### config.mk
export PLATFORM = sky130hd
export DESIGN_NAME = fe_sync_mem
export DESIGN_NICKNAME = d
export VERILOG_FILES = /design/src/rtl/fe_pkg.sv /design/src/rtl/fe_tag_array.sv /design/src/rtl/fe_data_array.sv /design/src/rtl/fe_read_stage.sv /design/src/rtl/fe_sync_mem.sv
export SDC_FILE = /design/constraint.sdc
export NUM_CORES = 1
export LEC_CHECK = 0
export ABC_AREA = 1
export ABC_CLOCK_PERIOD_IN_PS = 2700
export CAP_MARGIN = 20
export CORE_ASPECT_RATIO = 1.1
export CORE_MARGIN = 4
export CORE_UTILIZATION = 60
export DETAILED_ROUTE_END_ITERATION = 8
export PLACE_DENSITY = 0.78
export REMOVE_ABC_BUFFERS = 1
export SYNTH_ARGS = -nofsm -noshare
export SYNTH_HDL_FRONTEND = slang
export SYNTH_SLANG_ARGS = --single-unit
### constraint.sdc
create_clock -name clk -period 2.7 [get_ports clk]
set_input_delay 0.54 -clock clk [delete_from_list [all_inputs] [get_ports clk]]
set_output_delay 0.54 -clock clk [all_outputs]
set_load 0.01 [all_outputs]
### src/rtl/fe_pkg.sv
package fe_pkg;

    typedef enum logic {
        ACC_SYNC  = 1'b0,
        ACC_PLAIN = 1'b1
    } acc_mode_e;

    // Per-edge tag update command
    typedef struct packed {
        logic set_en;
        logic clr_en;
    } tag_cmd_t;

    // Port may proceed: a plain access always may; a synced one needs the
    // tag in the wanted state (full for read, empty for write).
    function automatic logic port_ok(acc_mode_e mode, logic tag, logic want_full);
        return (mode == ACC_PLAIN) || (tag == want_full);
    endfunction

endpackage

### src/rtl/fe_tag_array.sv
module fe_tag_array #(
    parameter int WORDS  = 16,
    parameter int ADDR_W = 4
) (
    input  logic              clk,
    input  logic              rst,
    input  fe_pkg::tag_cmd_t  cmd,
    input  logic [ADDR_W-1:0] set_addr,
    input  logic [ADDR_W-1:0] clr_addr,
    output logic [WORDS-1:0]  tags
);
    for (genvar i = 0; i < WORDS; i++) begin : g_tag
        always_ff @(posedge clk) begin
            if (rst)
                tags[i] <= 1'b0;
            else if (cmd.set_en && (set_addr == ADDR_W'(i)))
                tags[i] <= 1'b1;
            else if (cmd.clr_en && (clr_addr == ADDR_W'(i)))
                tags[i] <= 1'b0;
        end
    end

    // the first cycle out of reset sees every tag empty
    a_r1_tags_empty_after_reset: assert property (@(posedge clk) disable iff (rst)
        $past(rst) |-> (tags == '0));

endmodule

### src/rtl/fe_data_array.sv
module fe_data_array #(
    parameter int WORDS  = 16,
    parameter int ADDR_W = 4,
    parameter int DATA_W = 8
) (
    input  logic              clk,
    input  logic              we,
    input  logic [ADDR_W-1:0] waddr,
    input  logic [DATA_W-1:0] wdata,
    input  logic [ADDR_W-1:0] raddr,
    output logic [DATA_W-1:0] rdata
);
    logic [DATA_W-1:0] store [WORDS];

    always_ff @(posedge clk) begin
        if (we)
            store[waddr] <= wdata;
    end

    // Combinational read of pre-edge contents; registered in the read stage
    assign rdata = store[raddr];

endmodule

### src/rtl/fe_read_stage.sv
module fe_read_stage #(
    parameter int DATA_W = 8
) (
    input  logic              clk,
    input  logic              rst,
    input  logic              fire,
    input  logic [DATA_W-1:0] din,
    output logic              resp_valid,
    output logic [DATA_W-1:0] resp_data
);
    always_ff @(posedge clk) begin
        if (rst) begin
            resp_valid <= 1'b0;
            resp_data  <= '0;
        end else begin
            resp_valid <= fire;
            if (fire)
                resp_data <= din;
        end
    end

    // a response follows an accepted read by exactly one cycle
    a_r6_resp_after_fire: assert property (@(posedge clk) disable iff (rst)
        fire |=> resp_valid);
    a_r6_no_resp_without_fire: assert property (@(posedge clk) disable iff (rst)
        !fire |=> !resp_valid);

endmodule

### src/rtl/fe_sync_mem.sv
module fe_sync_mem #(
    parameter int DATA_W = 8,
    parameter int ADDR_W = 4
) (
    input  logic              clk,
    input  logic              rst,
    input  logic              wr_valid,
    input  logic              wr_plain,
    input  logic [ADDR_W-1:0] wr_addr,
    input  logic [DATA_W-1:0] wr_data,
    output logic              wr_ready,
    input  logic              rd_valid,
    input  logic              rd_plain,
    input  logic [ADDR_W-1:0] rd_addr,
    output logic              rd_ready,
    output logic              rd_resp_valid,
    output logic [DATA_W-1:0] rd_resp_data
);
    import fe_pkg::*;

    localparam int WORDS = 1 << ADDR_W;

    logic [WORDS-1:0]  tags;
    logic [DATA_W-1:0] rd_word;
    acc_mode_e         wr_mode, rd_mode;
    logic              wr_fire, rd_fire;
    tag_cmd_t          tcmd;

    assign wr_mode = acc_mode_e'(wr_plain);
    assign rd_mode = acc_mode_e'(rd_plain);

    // Both ports look at the pre-edge tag: no same-cycle forwarding
    assign wr_ready = port_ok(wr_mode, tags[wr_addr], 1'b0);
    assign rd_ready = port_ok(rd_mode, tags[rd_addr], 1'b1);
    assign wr_fire  = wr_valid && wr_ready;
    assign rd_fire  = rd_valid && rd_ready;

    always_comb begin
        tcmd.set_en = wr_fire && (wr_mode == ACC_SYNC);
        tcmd.clr_en = rd_fire && (rd_mode == ACC_SYNC);
    end

    fe_tag_array #(.WORDS(WORDS), .ADDR_W(ADDR_W)) u_tags (
        .clk      (clk),
        .rst      (rst),
        .cmd      (tcmd),
        .set_addr (wr_addr),
        .clr_addr (rd_addr),
        .tags     (tags)
    );

    fe_data_array #(.WORDS(WORDS), .ADDR_W(ADDR_W), .DATA_W(DATA_W)) u_data (
        .clk   (clk),
        .we    (wr_fire),
        .waddr (wr_addr),
        .wdata (wr_data),
        .raddr (rd_addr),
        .rdata (rd_word)
    );

    fe_read_stage #(.DATA_W(DATA_W)) u_rd (
        .clk        (clk),
        .rst        (rst),
        .fire       (rd_fire),
        .din        (rd_word),
        .resp_valid (rd_resp_valid),
        .resp_data  (rd_resp_data)
    );

    // an accepted synced write leaves its word full
    a_r2_write_sets_full: assert property (@(posedge clk) disable iff (rst)
        (wr_valid && !wr_plain && wr_ready) |=> tags[$past(wr_addr)]);

    // a synced write is never accepted into a full word
    a_r3_full_blocks_write: assert property (@(posedge clk) disable iff (rst)
        (!wr_plain && tags[wr_addr]) |-> !wr_ready);

    // an accepted synced read leaves its word empty
    a_r4_read_clears: assert property (@(posedge clk) disable iff (rst)
        (rd_valid && !rd_plain && rd_ready) |=> !tags[$past(rd_addr)]);

    // a synced read is never accepted from an empty word
    a_r5_empty_blocks_read: assert property (@(posedge clk) disable iff (rst)
        (!rd_plain && !tags[rd_addr]) |-> !rd_ready);

    // synced read and write never both fire on one word in one cycle
    a_r7_no_passthrough: assert property (@(posedge clk) disable iff (rst)
        (wr_valid && rd_valid && !wr_plain && !rd_plain && (wr_addr == rd_addr))
            |-> !(wr_ready && rd_ready));

    // cycles with only plain activity leave every tag as it was
    a_r8_r9_plain_keeps_tags: assert property (@(posedge clk) disable iff (rst)
        (!(wr_valid && !wr_plain) && !(rd_valid && !rd_plain)) |=> $stable(tags));

endmodule

======== Yosys cells after proc, flatten, opt, wreduce, memory -nomap -nowiden ========
Memories as Yosys holds them, arrays and structs flattened. A register that Yosys moved wholly into a read port is not among the register bits.
Index checks and enable logic that the tools add are counted.
word-level totals
  register bits after elaboration ......... 17
  bits in writable memories ............... 128
  memories kept ........................... 1
memories
  memory        depth  width  read ports  clocked after memory_dff  write ports  line                 text
  u_data.store  16     8      1           1                         1            fe_data_array.sv:13  logic [DATA_W-1:0] store [WORDS];
cells by class
  $lt $le $gt $ge ......................... 2
  eq/ne operators ......................... 30
  multiplexer cells ....................... 38
  bitwise operators ....................... 3
  reduce and logical (&&, ||, !) cells .... 56
operators with widths
  operator                                                              number
  4-bit == test, second input constant                                  16
  1-bit logical AND                                                     36
  1-bit 2-to-1 mux                                                      36
  4-bit by 3-bit == test with 1-bit output, second input constant       8
  2-bit nonzero test                                                    16
  4-bit by 2-bit == test with 1-bit output, second input constant       4
  4-bit by 5-bit < comparator with 1-bit output, second input constant  2
  1-bit binary-select mux with 4-bit select                             2
  4-bit by 1-bit == test with 1-bit output, second input constant       2
  4-bit zero test                                                       2
  1-bit NOT                                                             3
  1-bit logical OR                                                      2

======== Logic depth before layout (Yosys ltp) ========
  depth after elaboration ................. 8
  gate-level depth with buffers ........... 13
  depth with buffers taken out ............ 12

======== Modules after synthesis ========
From an unflattened synthesis, not the netlist that was laid out.
second synthesis, totals
  cell total of the unflattened synthesis .. 811
  area, all modules ....................... 7,239.4 um^2
modules (own cells, without submodules)
  module         instances  cells an instance  area an instance (um^2)  sequential area each (um^2)
  fe_data_array  1          543                5,606.6                  3,843.7
  fe_tag_array   1          116                787.0                    320.3
  fe_sync_mem    1          98                 476.7                    0.0
  fe_read_stage  1          54                 369.1                    180.2

======== Worst setup path before layout ========
Ideal clock, no wire load.
  path type ............................... input port to flip-flop
  start point ............................. input port wr_addr[1]
  end point ............................... memory u_data.store[14][0], enable pin
  library setup time ...................... 0.383 ns
  arrival time ............................ 1.926 ns
  setup slack ............................. 0.390 ns
  cell stages on the path ................. 9
  path through ............................ nand2_4 > inv_2 > nand2_1 > nand4_1 > nand2_1 > nand2_2 > o21ai_2 > nand2_4 > nor3_1
between the ends
  word-level cells in the longest chain between the ends .. 7
RTL lines
  element                                    line                 text
  start, declared                            fe_sync_mem.sv:9     input logic [ADDR_W-1:0] wr_addr,
  1-bit binary-select mux with 4-bit select  fe_sync_mem.sv:33    assign wr_ready = port_ok(wr_mode, tags[wr_addr], 1'b0);
  1-bit 2-to-1 mux (not written as such)     fe_sync_mem.sv:33
  1-bit NOT                                  fe_pkg.sv:17         return (mode == ACC_PLAIN) || (tag == want_full);
  1-bit logical OR                           fe_pkg.sv:17
  net wr_ready                               fe_sync_mem.sv:11    output logic wr_ready,
  1-bit logical AND                          fe_sync_mem.sv:35    assign wr_fire = wr_valid && wr_ready;
  1-bit 2-to-1 mux                           fe_data_array.sv:16  if (we)
  1-bit 2-to-1 mux (not written as such)     fe_data_array.sv:17  store[waddr] <= wdata;
  end, declared                              fe_data_array.sv:13
The timed path passes the listed nets, and every way through them passes these cells. The select of a mux whose other input is x is not followed.

======== Final worst setup path ========
  start point ............................. input port rd_addr[2]
  end point ............................... output port rd_ready
between the ends
  word-level cells in the longest chain between the ends .. 3
RTL lines
  element                                    line               text
  start, declared                            fe_sync_mem.sv:14  input logic [ADDR_W-1:0] rd_addr,
  1-bit binary-select mux with 4-bit select  fe_sync_mem.sv:34  assign rd_ready = port_ok(rd_mode, tags[rd_addr], 1'b1);
  1-bit 2-to-1 mux (not written as such)     fe_sync_mem.sv:34
  1-bit logical OR                           fe_pkg.sv:17
  end, declared                              fe_sync_mem.sv:15  output logic rd_ready,
No other way between the ends. The select of a mux whose other input is x is not followed.

==> summary.txt <==
CP Launch Type - input port
Initial DRC Count - 507
Port bufs - 32
Die Height - 117 microns
Initial antenna violation count - 0
Synth top area cells - edfxtp_1, nand2_1, dfxtp_1
Count leader, synth - nand2_1
Vias in the first global route - 4566
Max incr delay on CP - 0.53 ns
Clock root buffer - clkbuf_16
DR DRC count - 0
Syn Inst Count - 572
Worst path cell trace - clkdlybuf4s50_1, inv_1, nand2_1, nand2_1, nand2_2, nand3_4, clkdlybuf4s50_1
Final Max Tran Viols - 0
Crit share post-route - 94.4%
Filler instances - 698
#FFs+latches synth - 153
Global Route Usage Sum - 26.0%
Antenna viol nets, final - 0
Max Clock Freq - 392 MHz
H-tree Lvls - 4
Area leader, netlist - edfxtp_1
Final GP Congestion - 1.01
N_diodes - 0
Crit path kind - in -> out
# setup viols final - 0
CP Buf/Inv Count - 3
Final Hold Violating Endpoints - 0
Post-synth top cells - nand2_1, edfxtp_1, a22oi_1
DP Cell Count - 754
Headroom to the max-slew limit - 48.2%
Peak supply drop - 589 uV
Worst-margin pin slew - 0.772 ns
Yosys warns - 0
Clock sink total - 153
Switching Share - 22.4%
# IOs - 33
Core Util, Final - 73.5%
Synth Area per Inst - 11.4 sq um
PD cells - 671 mW/mm^2
Critical path's slowest cell - clkdlybuf4s50_1
Worst Path Required - 2.16 ns
Post-detail-place hpwl - 10400 microns
TritonCTS clock tree - done
DP Worst Slack - -0.274 ns
Maxcap violations - 0
Full die area - 0.0126 sq mm
Final worst path period need - 2.55 ns
Setup Skew - 0.00823 ns
Vias per inst - 6.06
Fin cells - 788
Setup ws final - 0.152 ns
RSZ-0062 raised after global routing - false
Layout cells sized above 1 - 15.2%
Synth top area share - 59.0%
Seq pwr share - 50.8%
Most common flop cell mapped by yosys - edfxtp_1
Layout net count - 654
Global-route wire length before repair - 24400 microns
Gr ovfl total - 0
Area of the multi-input gates - 0.00192 sq mm
DR WL/cell - 19.5 microns
Cell variety after synth - 24
Row count - 39
Worst-path maximum fanout - 4
Initial Util - 62.1%
Clock insertion delay at the later pin of the skew report - 0.42 ns
Crit path max-delay family - buffers and inverters
CTS clk-pin slew, worst paths - 0.06 ns
EDFF count, synth - 128
Synth Cell Area - 0.00651 sq mm
CTS Hold Buffers Added - 0
Max clock buf depth - 2
Largest net degree at the start of global routing - 34
Width of the chip - 107 microns
Worst Hold Class - reg -> reg
Leak pwr - 0.00273 uW
Crit end category - primary output
Async S/R FF share, synth - 0%
Logic pwr share - 7.8%
Register area share after synthesis - 66.7%
Status - finished, final reports clean
Core Footprint - 0.0105 sq mm
Pint - 4010 uW
WP data arrival - 2.01 ns
Power share of the clock group - 41.3%
TritonRoute pass-1 iters - 5
Layout area overhead - 18.4%
Clock buffer count from CTS - 17
Register area - 0.00434 sq mm
Via count - 4774
NetSw - 1160 uW
Total Wirelength - 15400 microns
==> worst paths after layout <==
kind,startpoint,endpoint,slack (ns),cells after the start
setup / recovery,rd_addr[2],rd_ready,0.15,7
hold / removal,u_rd.resp_data[1],u_rd.resp_data[1],0.48,2
setup reg to reg,u_tags.tags[12],u_data.store[8][3],0.63,7
hold reg to reg,u_rd.resp_data[1],u_rd.resp_data[1],0.48,2
==> cell type report <==
cell class              count  share of cell area, %
clock buffers              20                   5.66
flip-flops and latches    153                   56.3
repair buffers             67                   8.16
repair inverters            1                 0.0649
well taps                 143                   2.32
inverters                  27                   1.31
clock inverters            12                   1.31
multi-input cells         365                   24.8
==> metrics by stage <==
step / setup TNS (ns) / hold WS (ns) / power [uW] / cell area, sq um
floorplan: 0 / 0.447 / 2850 / 6360
global placement: -8.90 / 0.461 / 3060 / 7170
detailed placement: -20.97 / 0.470 / 3080 / 7170
CTS: 0 / 0.484 / 5180 / 7700
global route: 0 / 0.517 / 5340 / 7710
finish: 0 / 0.479 / 5170 / 7710
==> layout by cell type (no fill, tap or decap), drive strengths merged <==
cell | netlist | final
a21oi | 24 | 24
a22oi | 64 | 64
buf | 20 | 35
bufinv | 0 | 1
clkbuf | 7 | 21
clkdlybuf4s15 | 0 | 2
clkdlybuf4s50 | 0 | 27
clkinv | 2 | 9
clkinvlp | 0 | 4
dfxtp | 25 | 25
dlygate4sd2 | 0 | 1
dlymetal6s2s | 0 | 1
edfxtp | 128 | 128
inv | 25 | 26
nand2 | 153 | 153
nand3 | 1 | 1
nand4 | 44 | 44
nor2 | 54 | 54
nor3 | 16 | 16
o21ai | 9 | 9
==> kinds of logic after synthesis <==
group | Yosys count | share of synthesized area [%]
buffers and inverters | 54 | 3.90
AOI/OAI and AO/OA | 97 | 9.97
DFF | 153 | 66.7
and+or+nand+nor | 268 | 19.4
==> power by group through the flow <==
stage | Sequential (uW) | Combinational (uW) | Clock, uW
after CTS | 2630 | 400 | 2150
after floorplan | 2680 | 178 | 0
final | 2630 | 406 | 2140
after global placement | 2670 | 389 | 0
after detailed placement | 2680 | 398 | 0
after global routing | 2630 | 440 | 2270
==> sequential cells by signal, indices dropped and copies added, names as in the netlist <==
| register | cells |
|---|---|
| u_data.store | 128 |
| u_tags.tags | 16 |
| u_rd.resp_data | 8 |
| u_rd.resp_valid | 1 |
==> layer usage <==
layer | wire [microns] | vias to the layer above | global-route usage (%)
met3 | 1450 | 35 | 5.60
li1 | - | 2201 | -
met5 | 0 | - | 0
met1 | 6020 | 2245 | 34.7
met2 | 7490 | 293 | 42.5
met4 | 442 | 0 | 10.1
==> worst register-to-register path: stages (launching register included) <==
cell	delay, ns
dfxtp_1	0.34
nand2_1	0.11
nand4_1	0.11
nand2_1	0.07
nand2_1	0.10
o21ai_2	0.19
nand2_4	0.16
nor3_2	0.62
==> repair_timing <==
item / CTS / global route
endpoints found under the hold margin: 0 / 0
buffers inserted: 0 / 1
setup endpoints to repair: 2 / 2
pin swaps: 0 / 0
resized for setup: 5 / 5
cloned: 0 / 1
(Power assumes the default switching activity.)
